**src/rtl/fan_seq_pkg.sv**
```systemverilog
package fan_seq_pkg;

  typedef enum logic [1:0] {
    ST_ALIGN = 2'd0,
    ST_SEEK  = 2'd1,
    ST_RUN   = 2'd2,
    ST_LOCK  = 2'd3
  } seqState_t;

  // Strobes from the sequencer control to the hall datapath.
  typedef struct packed {
    logic winClr;
  } ctlStrobe_t;

endpackage

```
**src/rtl/fan_hall_dp.sv**
```systemverilog
module fan_hall_dp
  import fan_seq_pkg::*;
#(
  parameter int SYNC_STAGES = 2,
  parameter int FILT_LEN    = 4,
  parameter int WIN_W       = 7
) (
  input  logic             clk,
  input  logic             rstN,
  input  logic             hallIn,
  input  logic             tick,
  input  ctlStrobe_t       ctl,
  output logic             hallLvl,
  output logic             hallEdge,
  output logic [WIN_W-1:0] winCnt
);

  localparam int FCW = $clog2(FILT_LEN + 1);
  localparam logic [FCW-1:0] FILT_LAST = FCW'(FILT_LEN - 1);

  logic [SYNC_STAGES-1:0] syncQ;
  logic                   hallSync;
  logic [FCW-1:0]         filtCnt;

  // Synchroniser chain; the newest sample enters at bit 0.
  generate
    if (SYNC_STAGES == 1) begin : g_sync1
      always_ff @(posedge clk or negedge rstN)
        if (!rstN) syncQ <= '0;
        else       syncQ <= hallIn;
    end else begin : g_syncN
      always_ff @(posedge clk or negedge rstN)
        if (!rstN) syncQ <= '0;
        else       syncQ <= {syncQ[SYNC_STAGES-2:0], hallIn};
    end
  endgenerate

  assign hallSync = syncQ[SYNC_STAGES-1];

  // Glitch filter: accept a new level after FILT_LEN agreeing clocks.
  always_ff @(posedge clk or negedge rstN) begin
    if (!rstN) begin
      hallLvl  <= 1'b0;
      filtCnt  <= '0;
      hallEdge <= 1'b0;
    end else if (hallSync != hallLvl) begin
      if (filtCnt == FILT_LAST) begin
        hallLvl  <= hallSync;
        filtCnt  <= '0;
        hallEdge <= 1'b1;
      end else begin
        filtCnt  <= filtCnt + 1'b1;
        hallEdge <= 1'b0;
      end
    end else begin
      filtCnt  <= '0;
      hallEdge <= 1'b0;
    end
  end

  // Tick window counter shared by all sequencer states.
  always_ff @(posedge clk or negedge rstN) begin
    if (!rstN)                       winCnt <= '0;
    else if (ctl.winClr)             winCnt <= '0;
    else if (tick && winCnt != '1)   winCnt <= winCnt + 1'b1;
  end

  p_edge_marks_change_r9: assert property (@(posedge clk) disable iff (!rstN)
    !$stable(hallLvl) |-> hallEdge);

  p_edge_after_stable_r9: assert property (@(posedge clk) disable iff (!rstN)
    hallEdge |-> $past(hallSync) == hallLvl);

  p_win_cleared_r5: assert property (@(posedge clk) disable iff (!rstN)
    ctl.winClr |=> winCnt == '0);

endmodule

```
**src/rtl/fan_seq_ctl.sv**
```systemverilog
module fan_seq_ctl
  import fan_seq_pkg::*;
#(
  parameter int WIN_W               = 7,
  parameter int START_SAMPLE1_TICKS = 2,
  parameter int START_SAMPLE2_TICKS = 3,
  parameter int SEEK_TIMEOUT_TICKS  = 4,
  parameter int LOCK_TICKS          = 4,
  parameter int HOLDOFF_TICKS       = 100
) (
  input  logic             clk,
  input  logic             rstN,
  input  logic             hallLvl,
  input  logic             hallEdge,
  input  logic [WIN_W-1:0] winCnt,
  input  logic             tick,
  input  logic             pwmGate,
  output ctlStrobe_t       ctl,
  output logic             coilL1,
  output logic             coilL2,
  output logic             lockN,
  output logic             commStrobe
);

  localparam logic [WIN_W-1:0] SAMP1_LAST = WIN_W'(START_SAMPLE1_TICKS - 1);
  localparam logic [WIN_W-1:0] SAMP2_LAST = WIN_W'(START_SAMPLE2_TICKS - 1);
  localparam logic [WIN_W-1:0] SEEK_LAST  = WIN_W'(SEEK_TIMEOUT_TICKS - 1);
  localparam logic [WIN_W-1:0] LOCK_LAST  = WIN_W'(LOCK_TICKS - 1);
  localparam logic [WIN_W-1:0] HOLD_LAST  = WIN_W'(HOLDOFF_TICKS - 1);

  seqState_t state, nState;
  logic      phase, nPhase;   // 0 selects L1, 1 selects L2
  logic      nStrobe;
  logic      winClr;

  always_comb begin
    nState  = state;
    nPhase  = phase;
    nStrobe = 1'b0;
    winClr  = 1'b0;
    unique case (state)
      ST_ALIGN: begin
        if (tick && ((winCnt == SAMP1_LAST && hallLvl) || winCnt == SAMP2_LAST)) begin
          nState = ST_SEEK;
          nPhase = 1'b1;
          winClr = 1'b1;
        end
      end
      ST_SEEK: begin
        if (!hallLvl) begin
          nState = ST_RUN;
          nPhase = 1'b0;
          winClr = 1'b1;
        end else if (tick && winCnt == SEEK_LAST) begin
          nState = ST_LOCK;
          winClr = 1'b1;
        end
      end
      ST_RUN: begin
        if (hallEdge) begin
          nPhase  = ~phase;
          nStrobe = 1'b1;
          winClr  = 1'b1;
        end else if (tick && winCnt == LOCK_LAST) begin
          nState = ST_LOCK;
          winClr = 1'b1;
        end
      end
      ST_LOCK: begin
        if (tick && winCnt == HOLD_LAST) begin
          nState = ST_ALIGN;
          nPhase = 1'b0;
          winClr = 1'b1;
        end
      end
      default: begin
        nState = ST_LOCK;
        winClr = 1'b1;
      end
    endcase
  end

  always_ff @(posedge clk or negedge rstN) begin
    if (!rstN) begin
      state      <= ST_ALIGN;
      phase      <= 1'b0;
      commStrobe <= 1'b0;
    end else begin
      state      <= nState;
      phase      <= nPhase;
      commStrobe <= nStrobe;
    end
  end

  assign ctl    = '{winClr: winClr};
  assign lockN  = (state != ST_LOCK);
  assign coilL1 = lockN && !phase && pwmGate;
  assign coilL2 = lockN &&  phase && pwmGate;

  p_swap_on_edge_r2: assert property (@(posedge clk) disable iff (!rstN)
    (state == ST_RUN && hallEdge) |=> (phase != $past(phase)) && state == ST_RUN);

  p_seek_timeout_r4: assert property (@(posedge clk) disable iff (!rstN)
    (state == ST_SEEK && hallLvl && tick && winCnt == SEEK_LAST) |=> !lockN);

  p_run_stall_r5: assert property (@(posedge clk) disable iff (!rstN)
    (state == ST_RUN && !hallEdge && tick && winCnt == LOCK_LAST) |=> !lockN);

  p_restart_r7: assert property (@(posedge clk) disable iff (!rstN)
    (state == ST_LOCK && tick && winCnt == HOLD_LAST) |=> lockN && !phase && state == ST_ALIGN);

  p_strobe_single_r8: assert property (@(posedge clk) disable iff (!rstN)
    commStrobe |=> !commStrobe);

  p_strobe_in_run_r8: assert property (@(posedge clk) disable iff (!rstN)
    commStrobe |-> $past(state) == ST_RUN);

endmodule

```
**src/rtl/fan_commutator.sv**
```systemverilog
module fan_commutator #(
  parameter int SYNC_STAGES         = 2,
  parameter int FILT_LEN            = 4,
  parameter int START_SAMPLE1_TICKS = 2,
  parameter int START_SAMPLE2_TICKS = 3,
  parameter int SEEK_TIMEOUT_TICKS  = 4,
  parameter int LOCK_TICKS          = 4,
  parameter int HOLDOFF_TICKS       = 100
) (
  input  logic clk,
  input  logic rstN,
  input  logic hallIn,
  input  logic pwmGate,
  input  logic tick,
  output logic coilL1,
  output logic coilL2,
  output logic lockN,
  output logic commStrobe
);

  import fan_seq_pkg::*;

  localparam int MAX_A = (START_SAMPLE2_TICKS > SEEK_TIMEOUT_TICKS) ? START_SAMPLE2_TICKS : SEEK_TIMEOUT_TICKS;
  localparam int MAX_B = (LOCK_TICKS > HOLDOFF_TICKS) ? LOCK_TICKS : HOLDOFF_TICKS;
  localparam int MAX_T = (MAX_A > MAX_B) ? MAX_A : MAX_B;
  localparam int WIN_W = $clog2(MAX_T + 1);

  ctlStrobe_t       ctl;
  logic             hallLvl;
  logic             hallEdge;
  logic [WIN_W-1:0] winCnt;

  fan_hall_dp #(
    .SYNC_STAGES(SYNC_STAGES),
    .FILT_LEN   (FILT_LEN),
    .WIN_W      (WIN_W)
  ) dp_i (
    .clk     (clk),
    .rstN    (rstN),
    .hallIn  (hallIn),
    .tick    (tick),
    .ctl     (ctl),
    .hallLvl (hallLvl),
    .hallEdge(hallEdge),
    .winCnt  (winCnt)
  );

  fan_seq_ctl #(
    .WIN_W              (WIN_W),
    .START_SAMPLE1_TICKS(START_SAMPLE1_TICKS),
    .START_SAMPLE2_TICKS(START_SAMPLE2_TICKS),
    .SEEK_TIMEOUT_TICKS (SEEK_TIMEOUT_TICKS),
    .LOCK_TICKS         (LOCK_TICKS),
    .HOLDOFF_TICKS      (HOLDOFF_TICKS)
  ) ctl_i (
    .clk       (clk),
    .rstN      (rstN),
    .hallLvl   (hallLvl),
    .hallEdge  (hallEdge),
    .winCnt    (winCnt),
    .tick      (tick),
    .pwmGate   (pwmGate),
    .ctl       (ctl),
    .coilL1    (coilL1),
    .coilL2    (coilL2),
    .lockN     (lockN),
    .commStrobe(commStrobe)
  );

  p_one_pair_r1: assert property (@(posedge clk) disable iff (!rstN)
    !(coilL1 && coilL2));

endmodule

```
**config.mk**
```make
export PLATFORM = sky130hd
export DESIGN_NAME = fan_commutator
export DESIGN_NICKNAME = d
export VERILOG_FILES = /design/src/rtl/fan_seq_pkg.sv /design/src/rtl/fan_hall_dp.sv /design/src/rtl/fan_seq_ctl.sv /design/src/rtl/fan_commutator.sv
export SDC_FILE = /design/constraint.sdc
export NUM_CORES = 1
export LEC_CHECK = 0
export ABC_AREA = 1
export CELL_PAD_IN_SITES_DETAIL_PLACEMENT = 0
export CELL_PAD_IN_SITES_GLOBAL_PLACEMENT = 2
export CORE_UTILIZATION = 40
export CTS_BUF_LIST = sky130_fd_sc_hd__clkbuf_16
export DETAILED_ROUTE_END_ITERATION = 7
export DONT_BUFFER_PORTS = 1
export GPL_TIMING_DRIVEN = 0
export PLACE_DENSITY_LB_ADDON = 0.1
export SKIP_CTS_REPAIR_TIMING = 1
export SLEW_MARGIN = 30
export SYNTH_ARGS = -nofsm -noshare
export SYNTH_HDL_FRONTEND = slang
export SYNTH_SLANG_ARGS = --single-unit
export TNS_END_PERCENT = 10
```
**constraint.sdc**
```tcl
create_clock -name clk -period 3.9 [get_ports clk]
set_clock_uncertainty 0.05 [all_clocks]
set_input_delay 0.78 -clock clk [delete_from_list [all_inputs] [get_ports clk]]
set_output_delay 0.78 -clock clk [all_outputs]
set_load 0.005 [all_outputs]
```
* After elaboration in Yosys (flattened, before gate mapping)
Index checks and enable logic that the tools add are counted.
** Storage, ports and cells
- Register bits :: 18
- Bits in latches :: 0
- Memory bits (writable) :: 0
- Bits in read-only memories :: 0
- Bits of input ports :: 5
- Output and inout port bits :: 4
- Word-level logic and storage cells :: 68
- Memories :: 0
** Cells by class
- $add $sub $neg :: 2
- Multipliers :: 0
- Div/mod/pow operators :: 0
- $lt $le $gt $ge :: 0
- Eq/ne operators :: 16
- Shift operators :: 0
- Mux-type cells :: 25
- Bitwise gates (word level) :: 1
- Reduce and logical (&&, ||, !) cells :: 16
** Operators with widths (number)
- 7-bit by 2-bit equality test with 1-bit output (second input constant) :: 2
- 7-bit 2-to-1 mux :: 2
- 1-bit 2-to-1 mux :: 13
- 2-bit 2-to-1 mux :: 5
- 1-bit logical AND :: 9
- 2-bit != test (second input constant) :: 4
- 1-bit one-hot mux with 4 select lines :: 2
- 2-bit one-hot mux with 4 select lines :: 1
- 7-bit by 1-bit adder with 7-bit output (second input constant) :: 1
- 7-bit by 1-bit equality test with 1-bit output (second input constant) :: 1
- 7-bit equality test (second input constant) :: 1
- 7-bit != test (second input constant) :: 1
- 3-bit 2-to-1 mux :: 2
- 2-bit equality test (second input constant) :: 2
- 2-bit by 1-bit != test with 1-bit output (second input constant) :: 2
- 4-bit AND reduction :: 1
- 3-bit by 1-bit adder with 3-bit output (second input constant) :: 1
- 3-bit by 2-bit equality test with 1-bit output (second input constant) :: 1
- 3-bit AND reduction :: 1
- 2-bit by 1-bit equality test with 1-bit output (second input constant) :: 1
- 2-bit logical NOT :: 1
- 2-bit AND reduction :: 1
- 2-bit nonzero test :: 1
- 1-bit logical NOT :: 1
- other kinds (3) :: 3

* Logic depth before layout (Yosys ltp)
- Depth after elaboration :: 7
- Mapped depth :: 9
- Mapped depth without buffers :: 9

* Cells and area by module
Synthesis repeated with hierarchy kept, for this count alone.
** Second synthesis, totals
- Cell total of the unflattened synthesis :: 138
- Area, all modules :: 1073.5 um^2
** By module, submodules not included
- fan_hall_dp :: times used 1, cells an instance 69, area each 641.9 um^2, sequential area each 350.3 um^2
- fan_seq_ctl :: times used 1, cells an instance 69, area each 431.7 um^2, sequential area each 100.1 um^2

* Least setup slack after synthesis
OpenSTA, ideal clock, no wires.
- Path type :: input -> output
- Start :: input port pwmGate
- End :: output port coilL1
- Data arrival time :: 1018 ps
- Required time :: 3070 ps
- Path slack :: 2052 ps
- Cell stages on the path :: 2
- Buffers on the path :: 0
- Cells stage by stage :: inv_1 -> nor3_1
** Between the ends
- Longest elaborated chain between the ends :: 1
** RTL lines
- start: declaration :: RTL line fan_commutator.sv:13 : input logic pwmGate,
- 1-bit logical AND :: RTL line fan_seq_ctl.sv:97 : assign coilL1 = lockN && !phase && pwmGate;
- end: declaration :: RTL line fan_commutator.sv:15 : output logic coilL1,
Every way passes these cells.

* Final worst setup path
- Start :: register ctl_i.state[1]
- End :: output port coilL1
** Between the ends
- Longest elaborated chain between the ends :: 3
** RTL lines
- start: declaration :: RTL line fan_seq_ctl.sv:31 : seqState_t state, nState;
- start signal: assignment :: RTL line fan_seq_ctl.sv:89 : state <= nState;
- 2-bit != test :: RTL line fan_seq_ctl.sv:96 : assign lockN = (state != ST_LOCK);
- net lockN :: RTL line fan_commutator.sv:17 : output logic lockN,
- 1-bit logical AND (2 in series) :: RTL line fan_seq_ctl.sv:97
The timed path passes the listed nets, and every way through them passes these cells.

==> flow_summary.json <==
{
  "r2r_start": "dp_i.winCnt[1]",
  "synth_top_area_share_pct": 41.0,
  "critPathCaptureType": "primary output",
  "clk_pin_slew_ns": 0.06,
  "total_power_mw": 0.804,
  "worstRegToRegCells": 7,
  "slew_headroom_pct": 76.8,
  "drt-vias-per-instance": 4.94,
  "place.port_buffers": 0,
  "transition_time_at_the_pin_with_the_least_slew_margin_ns": 0.346,
  "synth_largest_area_cell": "dfrtp_1",
  "gr-usage-all-layers_pct": 15.6,
  "ir_worst_vdd_mv": 0.515,
  "ys_seq_area_share_pct": 41.0,
  "count_of_distinct_cell_types_in_the_synthesized_netlist": 31,
  "timing.reg2reg.setup_slack_ns": 2.29,
  "route.detailed.drc": 0,
  "clock-sinks": 18,
  "maxClockFrequency_mhz": 518,
  "worstHoldPathType": "input port to asynchronous set/reset pin",
  "synth_area_per_cell_sq_um": 8.73,
  "route.vias.total": 791,
  "sequential_cell_area_sq_um": 450,
  "finish.cell_count_without_fillers": 160,
  "p_leak_nw": 0.576,
  "finalNetCount": 140,
  "worstSetupPathType": "flop to primary output",
  "cp.arrival_ns": 1.10,
  "route.final.wire_length_mm": 1.96,
  "grt_first_pass_wirelength_mm": 3.26,
  "grt_start_max_net_pins": 19,
  "boundaryPins": 9,
  "cell_area_after_technology_mapping_sq_mm": 0.00110,
  "fraction_of_final_layout_cells_sized_beyond_drive_strength_1_pct": 30.0,
  "synthesis.yosys.warnings": 0,
  "core.rowCount": 18,
  "reg2reg_to": "dp_i.winCnt[2]",
  "layout_min_cycle_time_ns": 1.93,
  "cts.path.max_buffers": 2,
  "unrepaired_setup_endpoints_after_global_routing": "false",
  "initial_core_util_pct": 43.2,
  "syn-instance-count": 126,
  "max_cap_violations": 0,
  "timing.critical_path.from_type": "flop",
  "clock_insertion_delay_worst_skew_ns": 0.25,
  "final-max-slew-violation-count": 0,
  "yosys_most_used_dff": "dfrtp_1",
  "die-area_sq_mm": 0.00296,
  "die_h_um": 54.4,
  "sum_of_net_half_perimeters_after_detailed_placement_mm": 1.44,
  "synthToLayoutAreaGrowth_pct": 10.6,
  "routed_wire_length_per_instance_um": 12.3,
  "hold-worst-slack_ns": 0.173,
  "ctsHtreeMaxLevel": 1,
  "tritoncts": "built",
  "final-hold-violation-count": 0,
  "placedCellCount": 156,
  "first_global_vias": 767,
  "first_drt_iteration_drcs": 5,
  "multi_input_area_sq_um": 573,
  "power.density_mw_per_mm2": 661,
  "worst-path-max-fanout": 7,
  "clock-root-buffer": "clkbuf_16",
  "ant_nets": 0,
  "run_status": "finished clean",
  "async_reset_ff_share_pct": 100,
  "num_antenna_cells": 0,
  "cts-buffers-inserted": 3,
  "coreArea_sq_mm": 0.00254,
  "globalplace.congestion": 0.755,
  "overflow": 0,
  "ys_ff_latch": 18,
  "worstPathRequired_ns": 3.07,
  "setup_tns_ns": 0,
  "netlist_top_cells_area": "dfrtp_1, nand2_1, a21oi_2",
  "synth_edf_count": 0,
  "timing.final.setup_violations": 0,
  "ratio_of_final_minimum_period_to_clock_period_pct": 49.5,
  "grt_antenna_before_repair": 0,
  "die_w_um": 54.4,
  "drt_first_pass_iters": 4,
  "synthesis.nets": 135,
  "fillers": 266
}
-- Yosys cell counts, types with 2 or more instances --
master / instances
a21oi_2: 7
dfrtp_1: 18
ha_1: 4
inv_1: 11
inv_2: 8
nand2_1: 27
nand2_2: 5
nand3_1: 8
nand3_2: 2
nand4_1: 2
nor2_1: 8
nor2_2: 4
nor3_1: 2
o21ai_0: 2
o21ai_2: 2
-- flip-flops by register name, indices dropped and copies added, names as in the netlist --
name	cells
dp_i.syncQ	2
dp_i.filtCnt	3
ctl_i.phase	1
dp_i.hallLvl	1
dp_i.winCnt	7
ctl_i.commStrobe	1
dp_i.hallEdge	1
ctl_i.state	2
-- cell type report --
| cell class | instances | area share, % |
|---|---|---|
| Clock buffer | 3 | 6.17 |
| Inverter | 20 | 6.28 |
| Clock inverter | 1 | 0.309 |
| Multi-Input combinational cell | 88 | 47.1 |
| Tap cell | 30 | 3.09 |
| Sequential cell | 18 | 37.0 |
-- worst max-delay path by stage --
stage          cells after the start      to  slack (ns)            from
2_1_floorplan                      2  coilL1        2.05         pwmGate
3_3_place_gp                       2  coilL1        2.03         pwmGate
3_5_place_dp                       2  coilL1        2.00         pwmGate
4_1_cts                            3  coilL1        1.96  ctl_i.state[1]
5_1_grt                            3  coilL1        1.89  ctl_i.state[1]
6_report                           3  coilL1        1.97  ctl_i.state[1]
-- metal layers --
layer  vias up  wire [um]  global-route usage, %
li1        412          -                      -
met1       366       1010                   20.5
met2        11        875                   25.8
met3         2         61                   3.33
met4         0         10                   3.85
met5         -          0                      0
-- critical path: stages (launching register included) --
cell     delay [ns]
dfrtp_1        0.46
nand2_2        0.13
inv_2          0.06
nor3_1         0.20
-- where the power goes --
group | leakage [nW] | internal, mW | switching (mW)
Sequential | 0.226 | 0.241 | 0.0596
Combinational | 0.312 | 0.121 | 0.176
Clock | 0.0385 | 0.136 | 0.0711
-- stage by stage --
stage          util (%)  instance area [sq um]  setup WS, ns
5_1_grt            47.8                   1220          1.89
4_1_cts            47.8                   1220          1.96
2_1_floorplan         -                   1100          2.05
3_5_place_dp       44.7                   1140          2.00
3_3_place_gp       44.7                   1140          2.03
6_report           47.8                   1220          1.97
-- placed cells by master, fill, tap and decap left out, types with 2 or more instances in the layout --
cell type	count
nand3_2	2
nor3_1	2
inv_2	8
o21ai_2	2
nand4_1	2
nor2_2	4
nand2_1	27
nand2_2	5
nor2_1	8
o21ai_0	2
nand3_1	8
clkbuf_16	3
ha_1	4
inv_1	11
dfrtp_1	18
a21oi_2	7
-- kinds of logic after synthesis --
| family | share of synthesized area [%] |
|---|---|
| compound gates | 12.5 |
| xor+xnor | 1.59 |
| fa+ha+maj | 4.55 |
| buf+inv | 6.94 |
| flops | 41.0 |
| mux | 1.02 |
| simple gates | 32.4 |
Note: power is estimated with default switching activity, not from simulation.
